## src/rtl/dsc_pkg.sv

```systemverilog
package dsc_pkg;
  localparam logic [2:0] STALL_NONE    = 3'd0;
  localparam logic [2:0] STALL_SLOTS   = 3'd1;
  localparam logic [2:0] STALL_RETIRE  = 3'd2;
  localparam logic [2:0] STALL_REGFILE = 3'd3;
  localparam logic       STALL_SCHED_HI = 1'b1;

  typedef struct packed {
    logic       disp;
    logic       alloc;
    logic [2:0] stall;
  } dsc_decision_t;
endpackage

```

## src/rtl/dsc_slot_tracker.sv

```systemverilog
module dsc_slot_tracker #(
  parameter int DISP_W = 4,
  parameter int UOP_W  = 4,
  parameter int CNT_W  = 6
) (
  input  logic             clk,
  input  logic             rst,
  input  logic             take_i,
  input  logic             take_big_i,
  input  logic [UOP_W-1:0] neff_i,
  output logic [CNT_W-1:0] avail_o,
  output logic [CNT_W-1:0] carry_o
);
  localparam logic [CNT_W-1:0] WID = CNT_W'(DISP_W);

  logic [CNT_W-1:0] avail_q, carry_q;
  logic [CNT_W-1:0] carry_after, avail_nxt, carry_nxt;

  always_comb begin
    carry_after = (take_i && take_big_i) ? (CNT_W'(neff_i) - WID) : carry_q;
    avail_nxt   = (carry_after >= WID) ? '0 : (WID - carry_after);
    carry_nxt   = (carry_after > WID) ? (carry_after - WID) : '0;
  end

  always_ff @(posedge clk) begin
    if (rst) begin
      avail_q <= '0;
      carry_q <= '0;
    end else begin
      avail_q <= avail_nxt;
      carry_q <= carry_nxt;
    end
  end

  assign avail_o = avail_q;
  assign carry_o = carry_q;

  assert_avail_bound_R2: assert property (@(posedge clk) disable iff (rst)
    avail_q <= WID);
  assert_carry_blocks_R2: assert property (@(posedge clk) disable iff (rst)
    (carry_q != '0) |-> (avail_q == '0));
  assert_big_leaves_no_slots_R3: assert property (@(posedge clk) disable iff (rst)
    (take_i && take_big_i) |=> (avail_q < WID));
endmodule

```

## src/rtl/dsc_gate.sv

```systemverilog
module dsc_gate
  import dsc_pkg::*;
#(
  parameter int DISP_W = 4,
  parameter int UOP_W  = 4,
  parameter int CNT_W  = 6,
  parameter int RF_W   = 3,
  parameter int RCU_W  = 5
) (
  input  logic             clk,
  input  logic             rst,
  input  logic             valid_i,
  input  logic [UOP_W-1:0] uops_i,
  input  logic             zero_lat_i,
  input  logic             dep_break_i,
  input  logic [RF_W-1:0]  rf_busy_i,
  input  logic [RCU_W-1:0] rcu_free_i,
  input  logic             sched_ready_i,
  input  logic [1:0]       sched_reason_i,
  input  logic [CNT_W-1:0] avail_i,
  output logic [UOP_W-1:0] neff_o,
  output logic             big_o,
  output dsc_decision_t    dec_o
);
  logic slots_ok, rcu_ok, rf_ok;

  always_comb begin
    neff_o   = (uops_i == '0) ? UOP_W'(1) : uops_i;
    big_o    = 32'(neff_o) > DISP_W;
    slots_ok = big_o ? (32'(avail_i) == DISP_W) : (32'(neff_o) <= 32'(avail_i));
    rcu_ok   = 32'(rcu_free_i) >= 32'(neff_o);
    rf_ok    = (rf_busy_i == '0);

    dec_o.stall = STALL_NONE;
    if (valid_i) begin
      if (!slots_ok)           dec_o.stall = STALL_SLOTS;
      else if (!rcu_ok)        dec_o.stall = STALL_RETIRE;
      else if (!rf_ok)         dec_o.stall = STALL_REGFILE;
      else if (!sched_ready_i) dec_o.stall = {STALL_SCHED_HI, sched_reason_i};
    end
    dec_o.disp  = valid_i && (dec_o.stall == STALL_NONE);
    dec_o.alloc = dec_o.disp && !(zero_lat_i && dep_break_i);
  end

  assert_grant_retire_room_R6: assert property (@(posedge clk) disable iff (rst)
    dec_o.disp |-> (32'(rcu_free_i) >= 32'(neff_o)));
  assert_grant_rf_free_R7: assert property (@(posedge clk) disable iff (rst)
    dec_o.disp |-> (rf_busy_i == '0));
  assert_big_needs_full_R3: assert property (@(posedge clk) disable iff (rst)
    (dec_o.disp && big_o) |-> (32'(avail_i) == DISP_W));
endmodule

```

## src/rtl/dsc_out_reg.sv

```systemverilog
module dsc_out_reg
  import dsc_pkg::*;
#(
  parameter int UOP_W = 4
) (
  input  logic             clk,
  input  logic             rst,
  input  dsc_decision_t    dec_i,
  input  logic [UOP_W-1:0] neff_i,
  output logic             disp_o,
  output logic             alloc_o,
  output logic             rsv_o,
  output logic [UOP_W-1:0] rsv_cnt_o,
  output logic [2:0]       stall_o
);
  always_ff @(posedge clk) begin
    if (rst) begin
      disp_o    <= 1'b0;
      alloc_o   <= 1'b0;
      rsv_o     <= 1'b0;
      rsv_cnt_o <= '0;
      stall_o   <= STALL_NONE;
    end else begin
      disp_o    <= dec_i.disp;
      alloc_o   <= dec_i.alloc;
      rsv_o     <= dec_i.disp;
      rsv_cnt_o <= dec_i.disp ? neff_i : '0;
      stall_o   <= dec_i.stall;
    end
  end

  assert_alloc_only_on_disp_R10: assert property (@(posedge clk) disable iff (rst)
    alloc_o |-> disp_o);
  assert_disp_no_stall_R9: assert property (@(posedge clk) disable iff (rst)
    disp_o |-> (stall_o == STALL_NONE));
  assert_rsv_nonzero_R5: assert property (@(posedge clk) disable iff (rst)
    disp_o |-> (rsv_cnt_o != '0));
endmodule

```

## src/rtl/dispatch_slot_ctrl.sv

```systemverilog
module dispatch_slot_ctrl
  import dsc_pkg::*;
#(
  parameter int DISP_W = 4,
  parameter int UOP_W  = 4,
  parameter int RF_W   = 3,
  parameter int RCU_W  = 5
) (
  input  logic             clk,
  input  logic             rst,
  input  logic             inst_valid_i,
  input  logic [UOP_W-1:0] uop_cnt_i,
  input  logic             zero_lat_i,
  input  logic             dep_break_i,
  input  logic [RF_W-1:0]  rf_busy_i,
  input  logic [RCU_W-1:0] rcu_free_i,
  input  logic             sched_ready_i,
  input  logic [1:0]       sched_reason_i,
  output logic             disp_o,
  output logic             reg_alloc_o,
  output logic             rsv_req_o,
  output logic [UOP_W-1:0] rsv_cnt_o,
  output logic [2:0]       stall_o
);
  localparam int WW    = $clog2(DISP_W + 1);
  localparam int CNT_W = ((UOP_W > WW) ? UOP_W : WW) + 1;

  logic [CNT_W-1:0] avail, carry;
  logic [UOP_W-1:0] neff;
  logic             big;
  dsc_decision_t    dec;

  dsc_slot_tracker #(.DISP_W(DISP_W), .UOP_W(UOP_W), .CNT_W(CNT_W)) trk_i (
    .clk(clk), .rst(rst), .take_i(dec.disp), .take_big_i(big),
    .neff_i(neff), .avail_o(avail), .carry_o(carry)
  );

  dsc_gate #(.DISP_W(DISP_W), .UOP_W(UOP_W), .CNT_W(CNT_W),
             .RF_W(RF_W), .RCU_W(RCU_W)) gate_i (
    .clk(clk), .rst(rst), .valid_i(inst_valid_i), .uops_i(uop_cnt_i),
    .zero_lat_i(zero_lat_i), .dep_break_i(dep_break_i),
    .rf_busy_i(rf_busy_i), .rcu_free_i(rcu_free_i),
    .sched_ready_i(sched_ready_i), .sched_reason_i(sched_reason_i),
    .avail_i(avail), .neff_o(neff), .big_o(big), .dec_o(dec)
  );

  dsc_out_reg #(.UOP_W(UOP_W)) oreg_i (
    .clk(clk), .rst(rst), .dec_i(dec), .neff_i(neff),
    .disp_o(disp_o), .alloc_o(reg_alloc_o), .rsv_o(rsv_req_o),
    .rsv_cnt_o(rsv_cnt_o), .stall_o(stall_o)
  );

  assert_idle_no_disp_R12: assert property (@(posedge clk) disable iff (rst)
    !inst_valid_i |=> (!disp_o && stall_o == STALL_NONE));
  assert_carry_drains_R2: assert property (@(posedge clk) disable iff (rst)
    (carry != '0 && !inst_valid_i) |=> (carry < $past(carry)));
endmodule

```

## config.mk

```make
export PLATFORM = sky130hd
export DESIGN_NAME = dispatch_slot_ctrl
export DESIGN_NICKNAME = d
export VERILOG_FILES = /design/src/rtl/dsc_pkg.sv /design/src/rtl/dsc_slot_tracker.sv /design/src/rtl/dsc_gate.sv /design/src/rtl/dsc_out_reg.sv /design/src/rtl/dispatch_slot_ctrl.sv
export SDC_FILE = /design/constraint.sdc
export NUM_CORES = 1
export LEC_CHECK = 0
export ABC_AREA = 1
export BUFFER_PORTS_ARGS = -buffer_cell sky130_fd_sc_hd__buf_2
export CAP_MARGIN = 40
export CORE_MARGIN = 2
export CORE_UTILIZATION = 47
export DETAILED_ROUTE_END_ITERATION = 6
export MAX_ROUTING_LAYER = met4
export PLACE_DENSITY = 0.72
export SLEW_MARGIN = 10
export SYNTH_ARGS = -nofsm -noshare
export SYNTH_HDL_FRONTEND = slang
export SYNTH_SLANG_ARGS = --single-unit
```

## constraint.sdc

```tcl
create_clock -name clk -period 2.5 [get_ports clk]
set_input_delay 0 -clock clk [delete_from_list [all_inputs] [get_ports clk]]
set_output_delay 0 -clock clk [all_outputs]
set_load 0.02 [all_outputs]
```

# Yosys cells after proc, flatten, opt, wreduce, memory -nomap -nowiden
# Cells that the tools add are included.
[classes] n_div=0 n_addsub=3 multipliers=0 eq_ne=1 n_bitwise=2 n_lt_le_gt_ge=5 n_reduce_logical=11 n_mux=8 shift=0
[op_table] operator="2-to-1 mux 3 bit" n=5
[op_table] operator="zero test 3 bit" n=2
[op_table] operator="OR reduction 2 bit" n=3
[op_table] operator="equality test 5 x 3 -> 1 bit (second input constant)" n=1
[op_table] operator=">= comparator 5 x 3 -> 1 bit (second input constant)" n=1
[op_table] operator=">= comparator 5 x 4 -> 1 bit" n=1
[op_table] operator="> comparator 5 x 3 -> 1 bit (second input constant)" n=1
[op_table] operator="less-or-equal comparator 4 x 5 -> 1 bit" n=1
[op_table] operator="2-to-1 mux 5 bit" n=1
[op_table] operator="subtractor 3 x 5 -> 5 bit (first input constant)" n=1
[op_table] operator="subtractor 4 x 3 -> 5 bit (second input constant)" n=1
[op_table] operator="subtractor 5 x 3 -> 5 bit (second input constant)" n=1
[op_table] operator="> comparator 4 x 3 -> 1 bit (second input constant)" n=1
[op_table] operator="logical AND 1 bit" n=4
[op_table] operator="zero test 4 bit" n=1
[op_table] operator="2-to-1 mux 4 bit" n=1
[op_table] operator="NOT 1 bit" n=2
[op_table] operator="zero test 1 bit" n=1
[op_table] operator="2-to-1 mux 1 bit" n=1
[totals] wordCells=36 latch_bits=0 romBits=0 output_inout_bits=10 register_bits=19 in_bits=20 n_memories=0 ram_bits=0

# Depth between registers and ports, before layout
# Gate-level depths: netlist of run 1.
[depth] ltp_word=13 ltp_mapped=27

# Cells and area by module
# A second synthesis of run 1 with hierarchy kept.
[hier_totals] cells_unflattened=166 hier_area_um2=1208.7
[by_module_without_submodules] module="dsc_slot_tracker" cells_per_inst=62 n_inst=1 area_each_um2=498.0
[by_module_without_submodules] module="dsc_gate" cells_per_inst=75 n_inst=1 area_each_um2=449.2
[by_module_without_submodules] module="dsc_out_reg" cells_per_inst=29 n_inst=1 area_each_um2=261.5

# Worst setup path before layout of run 1
# Ideal clock, no wire load.
[synth_path] kind="input -> register" startpoint="in uop_cnt_i[2]" endpoint="reg trk_i.carry_q[0], in the netlist trk_i.carry_o[0]" t_required_ns=2.378 stages=21 arrival_time_ns=2.464 setup_time_ns=0.122 setup_slack_ns=-0.086 n_path_buf=0 path_cell_list="inv_1 ha_1 nand2_2 nand2_2 ha_1 inv_1 nor2_1 nand4_1 a31oi_1 nor2_2 nor2_4 nand2_4 a21oi_1 ha_1 nand2_1 inv_1 nand3_1 nand2_2 inv_1 nand2_4 nor2_1"
[synth_between] elab_chain_len=13 word_cells_on_any_way=18
[synth_lines] item="start, declared" line="dispatch_slot_ctrl.sv:12" source="input logic [UOP_W-1:0] uop_cnt_i,"
[synth_lines] item="zero test 4 bit" line="dsc_gate.sv:28" source="neff_o = (uops_i == '0) ? UOP_W'(1) : uops_i;"
[synth_lines] item="2-to-1 mux 4 bit (*)" line="dsc_gate.sv:28"
[synth_lines] item=">= comparator 5 x 4 -> 1 bit, or another cell as far along" line="dsc_gate.sv:31" source="rcu_ok = 32'(rcu_free_i) >= 32'(neff_o);"
[synth_lines] item="2-to-1 mux 3 bit or 2-to-1 mux 1 bit (tied branches)" line="dsc_gate.sv:37, dsc_gate.sv:30"
[synth_lines] item="2-to-1 mux 3 bit" line="dsc_gate.sv:36" source="if (!slots_ok) dec_o.stall = STALL_SLOTS;"
[synth_lines] item="2-to-1 mux 3 bit" line="dsc_gate.sv:35" source="if (valid_i) begin"
[synth_lines] item="zero test 3 bit" line="dsc_gate.sv:41" source="dec_o.disp = valid_i && (dec_o.stall == STALL_NONE);"
[synth_lines] item="logical AND 1 bit" line="dsc_gate.sv:41"
[synth_lines] item="logical AND 1 bit" line="dsc_slot_tracker.sv:20" source="carry_after = (take_i && take_big_i) ? (CNT_W'(neff_i) - WID) : carry_q;"
[synth_lines] item="2-to-1 mux 5 bit (*)" line="dsc_slot_tracker.sv:20"
[synth_lines] item="> comparator 5 x 3 -> 1 bit" line="dsc_slot_tracker.sv:22" source="carry_nxt = (carry_after > WID) ? (carry_after - WID) : '0;"
[synth_lines] item="NOT 1 bit (no line)"
[synth_lines] item="OR reduction 2 bit (no line)"
[synth_lines] item="end signal, assigned" line="dsc_slot_tracker.sv:31" source="carry_q <= carry_nxt;"
[synth_lines] item="end, declared" line="dsc_slot_tracker.sv:16" source="logic [CNT_W-1:0] avail_q, carry_q;"
# Mark *: on every way between the ends. The rest lies on a longest branch, timed or not.
# A chain may end at the register's enable or synchronous reset.

# Worst setup path after layout of run 1
[layout_path] startpoint="reg trk_i.avail_q[2], in the netlist trk_i.avail_o[2]" endpoint="reg trk_i.carry_q[4], in the netlist trk_i.carry_o[4]"
[layout_between] elab_chain_len=11 word_cells_on_any_way=13
[layout_lines] item="start, declared" line="dsc_slot_tracker.sv:16"
[layout_lines] item="start signal, assigned" line="dsc_slot_tracker.sv:30" source="avail_q <= avail_nxt;"
[layout_lines] item="less-or-equal comparator 4 x 5 -> 1 bit or equality test 5 x 3 -> 1 bit (tied branches)" line="dsc_gate.sv:30" source="slots_ok = big_o ? (32'(avail_i) == DISP_W) : (32'(neff_o) <= 32'(avail_i));"
[layout_lines] item="2-to-1 mux 1 bit (*)" line="dsc_gate.sv:30"
[layout_lines] item="2-to-1 mux 3 bit (*)" line="dsc_gate.sv:36"
[layout_lines] item="2-to-1 mux 3 bit (*)" line="dsc_gate.sv:35"
[layout_lines] item="zero test 3 bit (*)" line="dsc_gate.sv:41"
[layout_lines] item="logical AND 1 bit (*)" line="dsc_gate.sv:41"
[layout_lines] item="logical AND 1 bit (*)" line="dsc_slot_tracker.sv:20"
[layout_lines] item="2-to-1 mux 5 bit (*)" line="dsc_slot_tracker.sv:20"
[layout_lines] item="> comparator 5 x 3 -> 1 bit" line="dsc_slot_tracker.sv:22"
[layout_lines] item="NOT 1 bit (no line)"
[layout_lines] item="OR reduction 2 bit (no line)"
# Marks and branches as above.

==> summary.txt, run 1 <==
Run status
  • Status: complete, no violations

Setup path
  • Crit-path max cell delay: 340 ps
  • Setup crit end kind: flop
  • FF-to-FF Start: trk_i.avail_o[2]
  • RR Endpoint: trk_i.carry_o[4]
  • CP top delay family: simple AND/OR/NAND/NOR gates
  • Crit path cell chain: inv_1 > ha_4 > nand2_1 > nand2_1 > nand2_1 > nand3_2 > nand2_1 > nand2_1 > nand2_2 > nand4_4 > nor2_4 > nand2_4 > nor2_4 > a21oi_4 > ha_4 > nand2_2 > inv_2 > nand3_2 > nand2_4 > inv_4 > nand2_4 > nor2_2
  • Critical path start-end classification: reg2reg
  • Reg2Reg Depth: 22
  • Worst Setup SP: trk_i.avail_o[2]
  • Slowest-stage cell, CP: dfxtp_2
  • WP depth: 22
  • Critical Path RT: 2740 ps
  • Startpoint Class: flop
  • R2R setup slack: 20 ps
  • CP most frequent cell: nand2_1
  • Worst path arrival time: 2730 ps
  • Crit path to: trk_i.carry_o[4]
  • Max FO, Critical Path: 8
  • CP Buf/Inv Count: 3

Logic synthesis
  • Syn_area_per_cell: 7.28 µm²
  • Cells after Synth: 169
  • Cell area after synthesis: 1230 µm²
  • Post-synth top area cell: dfxtp_1
  • Synth unique cells: 28
  • EDFF count, synth: 0
  • Seq/Total Area, Yosys: 0.309
  • Yosys top cell area share: 0.309
  • Flops & latches, synth: 19
  • Synth Warn #: 0
  • Synth area leaders: dfxtp_1, ha_1, inv_1
  • Synthesized Nets: 203
  • Top-count cell post-synth: inv_1
  • Top FF cell, synth: dfxtp_1
  • Ys async rst share: 0
  • Most frequent cells after synthesis: inv_1, nand2_1, dfxtp_1, nor2_1, ha_1

CTS
  • CTS buffer count: 3
  • Clk_lat worst skew: 300 ps
  • Root buffer cell: clkbuf_4
  • Clock sinks: 19
  • Htree depth: 1
  • Reg clk slew, reported paths: 110 ps
  • CTS max path bufs: 2
  • CTS tree: yes

Cells and area
  • Layout cells sized above 1: 0.528
  • Final instance area: 1940 µm²
  • Fill count: 168
  • Final Util: 0.781
  • Synth-to-layout area growth: 57.4%
  • # diodes: 0
  • Final Non-Filler Cells: 265
  • Nets: 270

STA
  • Max Fclk: 402 MHz
  • RSZ-0062 raised after global routing: yes
  • Period utilization: 0.994
  • Period minus WS final: 2480 ps
  • Setup TNS: 0 ps
  • Max Slew Vio Count: 0
  • Setup Viol. Count Final: 0
  • Final hold vios: 0
  • Clock skew: 2.36 ps

Power and ir drop
  • Pint: 688 µW
  • Comb pwr share: 0.562
  • Peak supply drop: 0.000569 V
  • Pwr Density: 619 nW/µm²
  • PnR Total Power: 1.20 mW
  • Clock share of power: 0.133
  • Sw Pwr: 511 µW
  • Seq pwr share: 0.306
  • Pleak: 1.02 nW
  • Sw frac: 0.426

Global routing
  • Number of global-route vias before repair: 1,186
  • Largest net degree at the start of global routing: 11
  • GRT overflow: 0
  • First-pass GRT wire length: 4570 µm
  • Antenna violations before repair: 0
  • Total track usage: 0.220

Placement
  • Inst Count DP: 250
  • Port Buf Inserts: 29
  • Final GP Congestion: 0.864
  • Placed Area: 1580 µm²
  • DP HPWL: 2340 µm

Run
  • Max-cap violation count: 0

Die
  • Rows: 18
  • Core area: 2480 µm²
  • Die Wd: 55.2 µm
  • Starting Density: 0.496
  • Ports: 30
  • Die height: 55.2 µm
  • Die ar.: 3040 µm²

Routing
  • DRT Pass-1 Iters: 4
  • Routed WL: 3480 µm
  • DRC errors left: 0
  • Vias: 1,283
  • Starting DRT DRC Count: 15
  • Vias/cell: 4.84
  • WL per Instance: 13.1 µm
  • Final ANT Viol Nets: 0

Worst hold path
  • Worst min path class: in2reg
-- worst register-to-register path, cell delays in order (launching register included) --
cell,delay [ps]
dfxtp_2,340
inv_1,90
ha_4,210
nand2_1,60
nand2_1,50
nand2_1,80
nand3_2,100
nand2_1,80
nand2_1,50
nand2_2,100
nand4_4,100
nor2_4,140
nand2_4,130
nor2_4,160
a21oi_4,60
ha_4,170
nand2_2,80
inv_2,40
nand3_2,70
nand2_4,80
inv_4,80
nand2_4,60
nor2_2,110
-- how the worst min path moves through the flow --
stage	startpoint	cells past startpoint	end	slack (ps)
2_1_floorplan	rst	1	oreg_i.stall_o[0]	70
3_3_place_gp	dep_break_i	2	oreg_i.alloc_o	180
3_5_place_dp	dep_break_i	2	oreg_i.alloc_o	180
4_1_cts	inst_valid_i	3	oreg_i.stall_o[2]	10
5_1_grt	inst_valid_i	3	oreg_i.stall_o[2]	30
6_report	inst_valid_i	3	oreg_i.stall_o[2]	20
-- layer usage --
layer  vias up  track usage  part of all wire
li1        658            -                 -
met5         -            -                 0
met4         0        0.110             0.024
met3        10       0.0349             0.029
met2        27        0.429              0.56
met1       588        0.205              0.39
-- area by class of cell --
| class | instances | area (µm²) | area share |
|---|---|---|---|
| multi-input combinational | 110 | 920 | 0.475 |
| timing repair buffer | 64 | 423 | 0.218 |
| sequential | 19 | 384 | 0.198 |
| inverter | 38 | 145 | 0.0750 |
| tap | 30 | 37.5 | 0.0194 |
| clock buffer | 4 | 26.3 | 0.0136 |
-- stage by stage --
step           setup WS (ps)  hold slack, ps
5_1_grt                 -149            26.4
3_3_place_gp            -257             179
6_report                15.3            18.8
2_1_floorplan           11.1            71.5
4_1_cts                0.680            9.83
3_5_place_dp            -431             179
-- power by group through the flow --
stage / sequential, mW / clock, mW / combinational (mW)
floorplan: 0.371 / 0 / 0.329
global placement: 0.366 / 0 / 0.478
detailed placement: 0.367 / 0 / 0.503
CTS: 0.362 / 0.159 / 0.546
global route: 0.369 / 0.166 / 0.741
finish: 0.367 / 0.159 / 0.673
-- layout by cell type, fill, tap and decap left out, drive strengths merged --
cell type and n:
or2 1, nand3 15, a21oi 5, nor2 17
ha 14, inv 38, nand4 4, nand3b 1
o21ai 3, nor4 1, dfxtp 19, dlygate4sd3 6
buf 58, a31oi 1, conb 1, nor3 8
nand2 39, clkbuf 4
-- registers in the layout (all words and copies together), names as in the netlist --
| name | cells |
|---|---|
| oreg_i.rsv_cnt_o | 4 |
| oreg_i.alloc_o | 1 |
| oreg_i.disp_o | 1 |
| trk_i.avail_o | 5 |
| trk_i.carry_o | 5 |
| oreg_i.stall_o | 3 |
-- cells by family after synthesis --
| kind of cell | Yosys count | synth area share |
|---|---|---|
| AND/OR/NAND/NOR | 86 | 0.357 |
| adder cells (fa/ha/maj) | 14 | 0.142 |
| buffers and inverters | 40 | 0.129 |
| AO/OA/AOI/OAI | 9 | 0.0590 |
| other | 1 | 0.00305 |
| flip-flops | 19 | 0.309 |
-- what timing repair did --
item / in CTS / in global routing
hold buffers: 6 / 0
resized for setup: 22 / 36
cloned: 0 / 0
pin swaps: 9 / 23
setup endpoints to repair: 8 / 10
buffers inserted: 2 / 3
hold endpoints to repair: 4 / 0
Note: power is estimated with default switching activity, not from simulation.
==> run 2: changes to the inputs <==
==> constraint.sdc (replaced) <==
create_clock -name clk -period 2.5 [get_ports clk]
set_input_delay 0.125 -clock clk [delete_from_list [all_inputs] [get_ports clk]]
set_output_delay 0.125 -clock clk [all_outputs]
set_load 0.02 [all_outputs]
==> run 2 against run 1 <==
The run now ends with setup timing left. Critical path type unchanged. Final cell count decreased by 1.5%. Highest routed layer unchanged. Global-route usage increased by 0.55 points. Sequential share of layout area decreased by 0.44 points. Register-to-register slack got worse by 40 ps. First-iteration DRC count decreased by 33%. Die area unchanged. Via count increased by 1.2%. Sequential cell count unchanged. Power increased by 1.9%. Clock skew increased by 5.9 ps. Worst setup slack got worse by 36 ps.
==> summary.txt, run 2 (synthesis gave the netlist of run 1 again) <==
STA
  • Setup ws final: -20.8 ps (-36.2 ps)
  • Max Slew Vio Count: 0 (unchanged)
  • Period minus WS final: 2520 ps (+36.2 ps)
  • Final hold slack: 0.0590 ps (-18.7 ps)
  • Period utilization: 1.01 (+0.0145)
  • Setup TNS: -76.3 ps (-76.3 ps)
  • Max Fclk: 397 MHz (-1.4%)
  • RSZ-0062 raised after global routing: yes
  • Clock skew: 8.29 ps (+5.93 ps)
  • Setup Viol. Count Final: 7 (+7)
  • Final hold vios: 0 (unchanged)

CTS
  • Clk_lat worst skew: 300 ps (about the same)
  • CTS tree: yes
  • Reg clk slew, reported paths: 110 ps (about the same)
  • CTS max path bufs: 2 (unchanged)
  • Root buffer cell: clkbuf_4
  • Clock sinks: 19 (unchanged)
  • Hold-fix buffers, CTS: 0 (-6)
  • Htree depth: 1 (unchanged)
  • CTS buffer count: 3 (unchanged)

Setup path
  • Setup crit end kind: flop
  • FF-to-FF Start: trk_i.avail_o[2]
  • RR Endpoint: trk_i.carry_o[4]
  • Slowest-stage cell, CP: dfxtp_2
  • Critical path start-end classification: reg2reg
  • Reg2Reg Depth: 21 (-4.5%)
  • Worst Setup SP: trk_i.avail_o[2]
  • Crit path cell chain: inv_2 > ha_4 > nand2_2 > inv_2 > nand3_2 > nand3_2 > nand2_1 > nand2_1 > nand2_2 > nand4_4 > nor2_4 > nand2_8 > a21oi_4 > ha_4 > nand2_2 > inv_2 > nand3_2 > nand2_4 > inv_4 > nand2_4 > nor2_1
  • Crit-path max cell delay: 360 ps (+20 ps)
  • Crit path to: trk_i.carry_o[4]
  • Max FO, Critical Path: 8 (unchanged)
  • R2R setup slack: -20 ps (-40 ps)
  • Worst path arrival time: 2740 ps (about the same)
  • Startpoint Class: flop
  • Critical Path RT: 2710 ps (-30 ps)

Routing
  • Vias/cell: 4.97 (+2.7%)
  • Routed WL: 3680 µm (+5.7%)
  • Final ANT Viol Nets: 0 (unchanged)
  • Starting DRT DRC Count: 10 (-5)
  • WL per Instance: 14.1 µm (+7.3%)
  • DRC errors left: 0 (unchanged)
  • DRT Pass-1 Iters: 4 (unchanged)
  • Vias: 1,298 (+1.2%)

Cells and area
  • Final Util: 0.799 (+0.0177)
  • Most common cell after layout, fill and taps aside: buf_4
  • Most frequent cells in the layout: buf_4, buf_2, inv_1, nand2_1, dfxtp_1
  • Footprint of the multi-input gates: 985 µm² (+7.1%)
  • # diodes: 0 (unchanged)
  • Nets: 266 (-1.5%)
  • Synth-to-layout area growth: 60.9%
  • Layout cells sized above 1: 0.580 (+0.0524)
  • Sequential Area: 384 µm² (unchanged)
  • Fill count: 151 (-10%)

Run status
  • Status: finished with violations
  • Failing checks: setup timing

Global routing
  • First-pass GRT wire length: 4710 µm (+3.0%)
  • Antenna violations before repair: 0 (unchanged)
  • GRT overflow: 0 (unchanged)
  • Largest net degree at the start of global routing: 11 (unchanged)
  • Total track usage: 0.225 (+0.00545)
  • Number of global-route vias before repair: 1,154 (-2.7%)

Placement
  • Worst slack, placed: -414 ps (+16.7 ps)
  • DP HPWL: 2520 µm (+8.0%)
  • Port Buf Inserts: 29 (unchanged)
  • Final GP Congestion: 0.912 (+5.6%)

Die
  • Die Wd: 55.2 µm (unchanged)
  • Rows: 18 (unchanged)
  • Die height: 55.2 µm (unchanged)
  • Starting Density: 0.496 (unchanged)
  • Core area: 2480 µm² (unchanged)
  • Ports: 30 (unchanged)
  • Die ar.: 3040 µm² (unchanged)

Worst hold path
  • Worst min path class: in2reg

Run
  • Max-cap violation count: 0 (unchanged)

Power and ir drop
  • Peak supply drop: 0.000510 V (-10%)
  • Pleak: 1.00 nW (-1.5%)
  • Pwr Density: 617 nW/µm² (-0.32%)
  • PnR Total Power: 1.22 mW (+1.9%)
## run 2: worst max-delay path, delay by kind of cell (launching register included)
family | cells | cell delay (ps)
buffers and inverters | 4 | 190
adder cells (fa/ha/maj) | 2 | 400
AO/OA/AOI/OAI | 1 | 210
flip-flops | 1 | 360
AND/OR/NAND/NOR | 14 | 1280
## run 2: how the worst min path moves through the flow
| stage | cells past startpoint | startpoint | slack, ps | to |
|---|---|---|---|---|
| floorplan | 1 | rst | 200 | oreg_i.stall_o[0] |
| global placement | 2 | dep_break_i | 300 | oreg_i.alloc_o |
| detailed placement | 2 | dep_break_i | 320 | oreg_i.alloc_o |
| CTS | 2 | dep_break_i | 5 | oreg_i.alloc_o |
| global route | 2 | dep_break_i | 5 | oreg_i.alloc_o |
| finish | 2 | dep_break_i | 0.06 | oreg_i.alloc_o |
## run 2: per-stage QoR
| stage | instances | area (µm²) |
|---|---|---|
| 3_5_place_dp | 246 | 1660 |
| 2_1_floorplan | 169 | 1340 |
| 5_1_grt | 261 | 1980 |
| 3_3_place_gp | 246 | 1660 |
| 6_report | 261 | 1980 |
| 4_1_cts | 254 | 1770 |
## run 2: where the power goes
part | leakage [nW] | internal, mW | switching (mW)
registers | 0.155 | 0.346 | 0.0235
clock network | 0.0150 | 0.0622 | 0.0955
logic | 0.834 | 0.292 | 0.402
## run 2: cell type report
class,instances,share of cell area
multi-input combinational,110,0.497
timing repair buffer,60,0.199
sequential,19,0.194
inverter,38,0.0771
tap,30,0.0190
clock buffer,4,0.0133
## run 2: repair_timing
item | 4_1_cts | 5_1_grt
endpoints found under the setup margin | 9 | 9
pin swaps | 14 | 32
gates resized for setup | 11 | 42
buffers inserted | 4 | 7
## run 2: layer usage
layer,track usage,routed length (µm),up-vias
li1,-,-,648
met1,0.253,1410,607
met2,0.397,2030,30
met3,0.0376,129,13
met4,0.0894,104,0
met5,-,0,-
